--- config.mk ---
export PLATFORM = sky130hd
export DESIGN_NAME = lane_framer
export DESIGN_NICKNAME = d
export VERILOG_FILES = /design/src/rtl/lane_chk_pkg.sv /design/src/rtl/lane_framer.sv
export SDC_FILE = /design/constraint.sdc
export NUM_CORES = 1
export LEC_CHECK = 0
export BUFFER_PORTS_ARGS = -buffer_cell sky130_fd_sc_hd__buf_2
export CAP_MARGIN = 20
export CORE_UTILIZATION = 35
export DETAILED_ROUTE_END_ITERATION = 12
export GPL_ROUTABILITY_DRIVEN = 0
export PLACE_DENSITY = 0.62
export SLEW_MARGIN = 20
export SYNTH_ARGS = -nofsm -noshare
export SYNTH_HDL_FRONTEND = slang
export SYNTH_SLANG_ARGS = --single-unit
--- constraint.sdc ---
create_clock -name clk_i -period 7.07 [get_ports clk_i]
set_clock_uncertainty 0.2 [all_clocks]
set_input_delay 0.3535 -clock clk_i [delete_from_list [all_inputs] [get_ports clk_i]]
set_output_delay 0.3535 -clock clk_i [all_outputs]
set_load 0.005 [all_outputs]
--- src/rtl/lane_chk_pkg.sv ---
package lane_chk_pkg;
  localparam logic [7:0] HDR_A = 8'hF6;
  localparam logic [7:0] HDR_B = 8'h28;

  typedef enum logic [1:0] {
    FS_HUNT = 2'd0,
    FS_PRE  = 2'd1,
    FS_SYNC = 2'd2
  } fs_e;
endpackage

--- src/rtl/lane_framer.sv ---
module lane_framer import lane_chk_pkg::*; #(
  parameter int FRAME_LEN  = 16320,
  parameter int NUM_LANES  = 20,
  parameter int MARKER_MOD = 240,
  parameter int LOCK_GOOD  = 2,
  parameter int LOCK_BAD   = 5,
  localparam int CW  = $clog2(FRAME_LEN),
  localparam int MW  = $clog2(MARKER_MOD),
  localparam int IDW = $clog2(NUM_LANES),
  localparam int GW  = $clog2(LOCK_GOOD + 1),
  localparam int BW  = $clog2(LOCK_BAD + 1)
) (
  input  logic           clk_i,
  input  logic           rst_ni,
  input  logic [7:0]     byte_i,
  input  logic [MW-1:0]  slot_i,
  output logic           lock_o,
  output logic [IDW-1:0] id_o,
  output logic [MW-1:0]  epoch_o
);
  fs_e            st_q;
  logic [4:0][7:0] hist_q;
  logic [CW-1:0]  cnt_q;
  logic [GW-1:0]  good_q;
  logic [BW-1:0]  bad_q;
  logic           hit, due;
  logic [IDW-1:0] id_nxt;
  logic [MW-1:0]  ep_nxt;

  // hist_q[0] is the uncompared byte, byte_i is the marker
  assign hit = (hist_q[4] == HDR_A) && (hist_q[3] == HDR_A) &&
               (hist_q[2] == HDR_A) && (hist_q[1] == HDR_B);
  assign due = (cnt_q == '0);
  assign id_nxt = IDW'(int'(byte_i) % NUM_LANES);
  assign ep_nxt = MW'((int'(byte_i) + MARKER_MOD - int'(slot_i)) % MARKER_MOD);
  assign lock_o = (st_q == FS_SYNC);

  always_ff @(posedge clk_i or negedge rst_ni) begin
    if (!rst_ni) begin
      hist_q <= '0;
    end else begin
      hist_q <= {hist_q[3:0], byte_i};
    end
  end

  always_ff @(posedge clk_i or negedge rst_ni) begin
    if (!rst_ni) begin
      st_q    <= FS_HUNT;
      cnt_q   <= '0;
      good_q  <= '0;
      bad_q   <= '0;
      id_o    <= '0;
      epoch_o <= '0;
    end else begin
      cnt_q <= (cnt_q == CW'(FRAME_LEN - 1)) ? '0 : cnt_q + 1'b1;
      unique case (st_q)
        FS_HUNT: begin
          if (hit) begin
            cnt_q   <= CW'(1);
            id_o    <= id_nxt;
            epoch_o <= ep_nxt;
            bad_q   <= '0;
            if (LOCK_GOOD <= 1) begin
              st_q <= FS_SYNC;
            end else begin
              st_q   <= FS_PRE;
              good_q <= GW'(1);
            end
          end
        end
        FS_PRE: begin
          if (due) begin
            if (hit) begin
              id_o    <= id_nxt;
              epoch_o <= ep_nxt;
              if (int'(good_q) + 1 >= LOCK_GOOD) st_q <= FS_SYNC;
              good_q <= good_q + 1'b1;
            end else begin
              st_q   <= FS_HUNT;
              good_q <= '0;
            end
          end
        end
        FS_SYNC: begin
          if (due) begin
            if (hit) begin
              bad_q   <= '0;
              id_o    <= id_nxt;
              epoch_o <= ep_nxt;
            end else if (int'(bad_q) + 1 >= LOCK_BAD) begin
              st_q   <= FS_HUNT;
              bad_q  <= '0;
              good_q <= '0;
            end else begin
              bad_q <= bad_q + 1'b1;
            end
          end
        end
        default: st_q <= FS_HUNT;
      endcase
    end
  end
endmodule

### Word level (Yosys, flattened, before mapping)

Index checks and enable logic that the tools add are counted.

| word-level totals | value |
|---|---|
| flip-flop bits (word level) | 74 |

| operators by class | value |
|---|---|
| add/subtract/negate cells | 7 |
| div/mod/pow operators | 2 |
| $lt $le $gt $ge | 2 |
| equality and inequality tests | 14 |
| muxes and demuxes | 25 |
| reduce and logical (&&, ||, !) cells | 13 |

Operators by type and width:

| cell | count |
|---|---|
| 2-to-1 mux 14 bit | 3 |
| remainder unit 32 x 9 -> 32 bit, second input constant | 1 |
| remainder unit 9 x 6 -> 32 bit, second input constant | 1 |
| == test 8 bit, second input constant | 3 |
| 2-to-1 mux 2 bit | 9 |
| 2-to-1 mux 8 bit | 2 |
| case mux 8 bit (2 select lines) | 1 |
| adder 14 x 1 -> 14 bit, second input constant | 1 |
| == test 14 bit, second input constant | 1 |
| logical NOT 14 bit | 1 |
| 2-to-1 mux 3 bit | 4 |
| case mux 2 bit (3 select lines) | 2 |
| AND reduction 6 bit | 2 |
| 2-to-1 mux 5 bit | 2 |
| case mux 5 bit (2 select lines) | 1 |
| subtractor 9 x 8 -> 10 bit | 1 |
| adder 8 x 8 -> 9 bit, second input constant | 1 |
| == test 8 x 6 -> 1 bit, second input constant | 1 |
| != test 2 x 1 -> 1 bit, second input constant | 3 |
| != test 2 bit, second input constant | 3 |
| case mux 3 bit (2 select lines) | 1 |
| adder 3 x 1 -> 4 bit, second input constant | 1 |
| >= comparator 4 x 3 -> 1 bit, second input constant | 1 |
| nonzero test 2 bit | 2 |
| 13 further kinds | 15 |

### Longest topological paths before layout

Gate-level depths: netlist (run 1).

| depth | value |
|---|---|
| word-level depth | 7 |
| depth in mapped cells | 16 |
| depth with buffers taken out | 15 |

### Worst setup path before layout (run 1)

Ideal clock, no wire load.

| timing path | value |
|---|---|
| path type | input to register |
| start point | in byte_i[4] |
| end point | reg epoch_o[6] |
| setup time | 84 ps |
| data arrival time | 3588 ps |
| data required time | 6786 ps |
| setup slack | 3199 ps |
| cell stages on the path | 16 |
| cell sequence | clkbuf_1 > inv_1 > ha_1 > inv_1 > ha_1 > a21oi_1 > nor2b_1 > or3_1 > or4_1 > nand3_2 > xnor2_1 > buf_6 > or4_4 > o211ai_1 > o221ai_2 > a41oi_2 |

| between the ends | value |
|---|---|
| longest elaborated chain between the ends | 6 |

Ends and longest elaborated chain:

| item | RTL line | text |
|---|---|---|
| start: declaration | lane_framer.sv:15 | `input logic [7:0] byte_i,` |
| adder 8 x 8 -> 9 bit (*) | lane_framer.sv:35 | `assign ep_nxt = MW'((int'(byte_i) + MARKER_MOD - int'(slot_i)) % MARKER_MOD);` |
| subtractor 9 x 8 -> 10 bit (*) | lane_framer.sv:35 |  |
| remainder unit 32 x 9 -> 32 bit (*) | lane_framer.sv:35 |  |
| 2-to-1 mux 8 bit (*) | lane_framer.sv:58, lane_framer.sv:73, lane_framer.sv:86 |  |
| 2-to-1 mux 8 bit | lane_framer.sv:72 | `if (due) begin` |
| case mux 8 bit (2 select lines) (*) | lane_framer.sv:56 | `unique case (st_q)` |
| end signal: assignment | lane_framer.sv:61 | `epoch_o <= ep_nxt;` |
| end signal: assignment | lane_framer.sv:75 | `epoch_o <= ep_nxt;` |
| end signal: assignment | lane_framer.sv:89 | `epoch_o <= ep_nxt;` |
| end: declaration | lane_framer.sv:19 | `output logic [MW-1:0] epoch_o` |

Mark *: on every way between the ends. The rest lies on a longest branch, timed or not. The select of a mux whose other input is x is not followed.
A chain may end at the register's enable or synchronous reset.

### Final worst setup path (run 1)

| timing path | value |
|---|---|
| start point | in byte_i[1] |
| end point | reg epoch_o[7] |

Same word-level chain as after synthesis.

==> results of run 1 <==
routing by layer:
metal  wire length (µm)  share of wire  GRT usage
met2               4385           0.49     0.2614
met1               4164           0.46     0.1886
met5                  0              0          0
met3                278          0.031    0.03706
met4                155          0.017    0.05108
cells in the mapped netlist (5+ instances only):
cell	n	area [µm²]
xor2_1	15	131.4
nor3_1	6	30.03
a31oi_1	6	37.54
a211oi_1	5	37.54
mux2_2	5	56.30
xnor2_1	17	148.9
nand3_1	14	70.07
clkbuf_1	11	41.29
dfrtp_1	74	1852
inv_1	35	131.4
nand4_1	6	37.54
nand4b_1	5	43.79
o31ai_1	7	52.55
nand2_1	25	93.84
ha_1	28	350.3
o21ai_0	15	75.07
nor2_1	46	172.7
and3_1	8	50.05
mux2i_1	7	70.07
a21oi_1	26	130.1
nor2b_1	5	31.28
through the flow:
step / setup slack, ns / std cells / utilization / total power [mW] / area, µm²
after floorplan: 3.199 / 450 / - / 0.6603 / 4423
after global placement: 2.633 / 637 / 0.3900 / 0.7121 / 4743
after detailed placement: 2.457 / 637 / 0.3900 / 0.7186 / 4743
after CTS: 2.239 / 655 / 0.4186 / 1.223 / 5091
after global routing: 1.845 / 655 / 0.4186 / 1.280 / 5091
final: 2.214 / 655 / 0.4186 / 1.212 / 5091
final cells by class:
type | instances | share of cell area
Clock buffer | 10 | 0.04694
Sequential cell | 74 | 0.3637
Multi-Input combinational cell | 327 | 0.4669
Clock inverter | 6 | 0.01745
Inverter | 35 | 0.02580
Timing Repair Buffer | 35 | 0.03785
Tap cell | 168 | 0.04129
report_power, final:
group | switching [mW] | leakage, nW | internal (mW)
Clock | 0.180 | 0.155 | 0.319
Sequential | 0.00482 | 0.880 | 0.435
Combinational | 0.167 | 1.21 | 0.106
Total | 0.352 | 2.25 | 0.860
critical path, delay by kind of cell:
family                   cells  cell delay [ns]
AO/OA/AOI/OAI                3             0.65
XOR/XNOR                     2             0.93
adder cells (fa/ha/maj)      3             0.98
buffers and inverters        2             0.66
multiplexers                 1             0.12
AND/OR/NAND/NOR              4             1.22
worst min-delay path by stage:
stage               startpoint          to  slack [ns]  cells after the start
floorplan               rst_ni    bad_q[0]       -0.14                      0
finish                  rst_ni  hist_q[38]       -0.03                      1
detailed placement   hist_q[6]  hist_q[14]        0.14                      0
global placement     hist_q[6]  hist_q[14]        0.13                      0
global route         byte_i[2]   hist_q[2]       0.005                      1
CTS                     rst_ni  hist_q[32]       0.006                      1
cell families after synthesis:
kind of cell / synth area share
adders and majority gates: 0.09279
buffers and inverters: 0.04385
and+or+nand+nor: 0.1836
DFF: 0.4187
muxes: 0.02857
xor gates and xnor gates: 0.06846
AOI/OAI and AO/OA: 0.1641
sequential cells by signal, indices dropped and copies added (netlist names):
| name | cells |
|---|---|
| epoch_o | 8 |
| good_q | 2 |
| cnt_q | 14 |
| hist_q | 40 |
| id_o | 5 |
| bad_q | 3 |
| st_q | 2 |
==> impl_metrics.env, run 1 <==
export IMPL_area_delta_synth_final_pct=15.11
export IMPL_core_um2=12160
export IMPL_start_util=0.3637
export IMPL_cts_root_buf="clkbuf_16"
export IMPL_finalHoldViolCount=74
export IMPL_portBuffers=31
export IMPL_violations="hold timing"
export IMPL_slew_violations=0
export IMPL_crit_end="epoch_o[7]"
export IMPL_worstReg2RegEnd="epoch_o[7]"
export IMPL_cpPeakStageDelay_ns=0.71
export IMPL_gr_total_overflow=0
export IMPL_ant_nets=0
export IMPL_final_layout_size_suffix_gt1_frac=0.1499
export IMPL_min_period_ns=4.856
export IMPL_nets=529
export IMPL_ys_types=75
export IMPL_ctsHoldBuffers=2
export IMPL_syn_inst=450
export IMPL_ys_seq_elements=74
export IMPL_cts_sinks=74
export IMPL_post_cts_setup_buffers=0
export IMPL_final_cell_mix="dfrtp_1, nor2_1, inv_1"
export IMPL_htreeDepth=3
export IMPL_power_density_nw_per_um2=238.0
export IMPL_track_usage=0.1528
export IMPL_outcome="complete, but fails checks"
export IMPL_hp_class="in -> async"
export IMPL_grt_max_degree=75
export IMPL_yosysSeqAreaShare=0.4187
export IMPL_syn_area_per_cell_um2=9.829
export IMPL_post_dp_hpwl_um=6545
export IMPL_clock_latency_ns=0.33
export IMPL_fmax_ghz=0.2060
export IMPL_cts_tree="done"
export IMPL_synth_ff_type="dfrtp_1"
export IMPL_dieArea_um2=13090
export IMPL_fillers=1168
export IMPL_rsz0062_at_grt="false"
export IMPL_cts_clk_slew_worst_paths_ns=0.06
export IMPL_synth_warnings=0
export IMPL_first_global_vias=3390
export IMPL_startpoint_type="input port"
export IMPL_critPathMaxFanout=12
export IMPL_core_rowCount=40
export IMPL_period_share=0.6868
export IMPL_finalSetupViolations=0
export IMPL_synth_edf_count=0
export IMPL_antenna_found_initial=0
export IMPL_die_w_um=114.4
export IMPL_required_ns=7.14
export IMPL_grt_pass1_wl_um=15820
export IMPL_timing_setup_tns_ns=0
export IMPL_multiInputGateArea_um2=2377
export IMPL_cp_data_arrival_time_ns=4.92
export IMPL_r2r_start="hist_q[35]"
export IMPL_critPathKind="in -> reg"
export IMPL_power_leakage_nw=2.247
export IMPL_cts_resized=0
export IMPL_drt_wl_total_um=8983
export IMPL_seq_area_um2=1852
export IMPL_crit_slowest_cell="xnor2_1"
export IMPL_crit_path_frequent_cell="ha_1"
export IMPL_crit_path_end_kind="flip-flop"
export IMPL_rr_worst_depth=8
export IMPL_synth_fp_nets=497
export IMPL_max_slew_margin=0.3842
export IMPL_crit_start="byte_i[1]"
export IMPL_first_pass_iters=4
export IMPL_vias=3383
export IMPL_antenna_cells=0
export IMPL_cp_cell_sequence="dlygate4sd3_1 > buf_2 > ha_1 > ha_1 > fa_1 > xor2_1 > nor3b_1 > o221ai_1 > nor2_1 > a31oi_2 > xnor2_1 > a211oi_2 > or4b_1 > mux2i_1 > nand4b_1"
export IMPL_regToRegSetupSlack_ns=3.84
export IMPL_worst_slew_pin_slew_ns=0.9237
export IMPL_viasPerCell=5.165
export IMPL_async_reset_ff_frac=1.000
export IMPL_die_height_um=114.4
export IMPL_dr_first_iter_drc_count=118
export IMPL_final_common_cell="dfrtp_1"
export IMPL_post_route_drc_count=0
export IMPL_io_pins=32
export IMPL_cts_inserted_buffers=9
export IMPL_wl_per_cell_um=13.71
export IMPL_synth_area_um2=4423
export IMPL_cts_buffer_depth=2
export IMPL_peakVddDrop_v=0.0001167
export IMPL_hold_ws_ns=-0.03111
export IMPL_max_cap_viol_count=0
(Power assumes the default switching activity.)
==> run 2, diff against run 1 <==
- clock period: 7.07 -> 4.8 ns (I/O delays scaled with it)
==> run 2 against run 1 <==
The flow now finishes without violations. Critical path depth is the same. Flip-flop and latch count is the same. Final cell count grew 1.1%. First-iteration DRC count grew 8.5%. Non-clock buffer count grew 7. Die area is the same. Global-route usage shrank 0.14 points. Final area grew 1.4%. Setup slack lost 1.9 ns. Combinational power grew 49%.
==> impl_metrics.env, run 2 (same netlist as run 1, synthesis figures left out) <==
export IMPL_max_slew_margin=0.3810
export IMPL_vias=3400
export IMPL_gr_total_overflow=0
export IMPL_nets=536
export IMPL_final_common_cell="dfrtp_1"
export IMPL_grt_max_degree=75
export IMPL_dieArea_um2=13090
export IMPL_fillers=1147
export IMPL_ant_nets=0
export IMPL_htreeDepth=3
export IMPL_cp_cell_sequence="dlygate4sd3_1 > buf_2 > ha_1 > ha_1 > fa_1 > xor2_1 > nor3b_1 > o221ai_1 > nor2_1 > a31oi_2 > xnor2_2 > a211oi_2 > or4b_1 > mux2i_1 > nand4b_1"
export IMPL_rsz0062_at_grt="false"
export IMPL_pre_cts_slack_ns=0.3075
export IMPL_track_usage=0.1514
export IMPL_power_density_nw_per_um2=343.3
export IMPL_portBuffers=31
export IMPL_crit_buf_inv=2
export IMPL_crit_slowest_cell="or4b_1"
export IMPL_post_route_drc_count=0
export IMPL_first_pass_iters=4
export IMPL_start_util=0.3637
export IMPL_dr_first_iter_drc_count=128
export IMPL_cts_inserted_buffers=9
export IMPL_cpPeakStageDelay_ns=0.55
export IMPL_crit_start="byte_i[1]"
export IMPL_r2r_start="hist_q[32]"
export IMPL_period_share=0.9363
export IMPL_required_ns=4.87
export IMPL_cts_sinks=74
export IMPL_die_w_um=114.4
export IMPL_post_dp_hpwl_um=6489
export IMPL_regToRegSetupSlack_ns=1.33
export IMPL_die_height_um=114.4
export IMPL_hold_path_startpoint="hist_q[6]"
export IMPL_worst_slew_pin_slew_ns=0.9285
export IMPL_critPathKind="in -> reg"
export IMPL_area_delta_synth_final_pct=16.72
export IMPL_cts_tree="done"
export IMPL_peakVddDrop_v=0.0001498
export IMPL_antenna_found_initial=0
export IMPL_crit_path_end_kind="flip-flop"
export IMPL_post_cts_setup_buffers=0
export IMPL_final_cell_mix="dfrtp_1, nor2_1, inv_1"
export IMPL_reg_largest_list="hist_q (40), cnt_q (14), epoch_o (8)"
export IMPL_wl_per_cell_um=13.43
export IMPL_hp_class="reg -> reg"
export IMPL_slew_violations=0
export IMPL_power_leakage_nw=2.280
export IMPL_min_period_ns=4.494
export IMPL_timing_setup_tns_ns=0
export IMPL_final_layout_size_suffix_gt1_frac=0.1498
export IMPL_cp_data_arrival_time_ns=4.56
export IMPL_stdcell_count=662
export IMPL_drt_wl_total_um=8892
export IMPL_startpoint_type="input port"
export IMPL_critPathTopFamily="simple AND/OR/NAND/NOR gates"
export IMPL_cts_clk_slew_worst_paths_ns=0.06
export IMPL_setup_ws_ns=0.3057
export IMPL_largest_reg_flops=40
export IMPL_cts_buffer_depth=2
export IMPL_antenna_cells=0
export IMPL_first_global_vias=3389
export IMPL_finalHoldViolCount=0
export IMPL_fmax_ghz=0.2225
export IMPL_viasPerCell=5.136
export IMPL_core_um2=12160
export IMPL_largest_register="hist_q"
export IMPL_outcome="finished clean"
export IMPL_critPathMaxFanout=12
export IMPL_cts_root_buf="clkbuf_16"
export IMPL_core_rowCount=40
export IMPL_clock_latency_ns=0.34
export IMPL_grt_pass1_wl_um=15460
export IMPL_crit_path_frequent_cell="ha_1"
export IMPL_max_cap_viol_count=0
export IMPL_finalSetupViolations=0
export IMPL_io_pins=32
export IMPL_place_inst=637
-- run 2: cell types whose count changed in the layout (fill, tap and decap cells not counted), sizes merged --
cell         previous run  this run
clkinv                  1         2
clkinvlp                2         1
dlygate4sd3             2         9
-- run 2: layer usage --
| layer | wire, µm | track usage | vias to the layer above |
|---|---|---|---|
| met4 | 142 | 0.06580 | 0 |
| met3 | 339 | 0.03812 | 14 |
| li1 | - | - | 1694 |
| met5 | 0 | 0 | - |
| met2 | 4309 | 0.2493 | 69 |
| met1 | 4102 | 0.1882 | 1623 |
-- run 2: metrics by stage --
step	total power, mW	hold WS (ns)	util	area (µm²)
after floorplan	0.9726	-0.2556	-	4423
after global placement	1.050	0.1334	0.3900	4743
after detailed placement	1.055	0.1356	0.3900	4743
after CTS	1.791	0.1481	0.4237	5152
after global routing	1.866	0.1546	0.4245	5162
final	1.773	0.1451	0.4245	5162
-- run 2: final cells by class --
class                   count  area (µm²)  area share
inverters                  35       131.4     0.02545
flip-flops and latches     74        1852      0.3587
repair buffers             42       262.8     0.05090
clock inverters             6       90.09     0.01745
well taps                 168       210.2     0.04072
multi-input cells         327        2387      0.4624
clock buffers              10       229.0     0.04435
-- run 2: worst paths after layout --
check,endpoint,cells after the start
hold / removal,hist_q[14],0
hold reg to reg,hist_q[14],0
setup reg to reg,epoch_o[6],8
setup / recovery,epoch_o[7],15
max in group asynchronous,cnt_q[6],2
min in group asynchronous,hist_q[31],2
-- run 2: report_power, final --
group          total [mW]  internal [mW]  switching (mW)  leakage, nW
Clock               0.718          0.457           0.261        0.153
Sequential          0.648          0.641         0.00703        0.880
Combinational       0.407          0.161           0.246         1.25
-- run 2: worst reg2reg max path, cell delays in order, from the launching register on --
cell and delay, ns:
dfrtp_1 0.36, nand4bb_1 0.16, or4_1 0.53, nor4_2 0.67, and2_1 0.67, buf_4 0.32, o211ai_1 0.14, o221ai_2 0.21
a41oi_2 0.05
-- run 2: timing repair --
item,CTS,global route
hold endpoints to repair,84,0
setup endpoints to repair,0,3
hold buffers,9,0
gates resized for setup,0,2
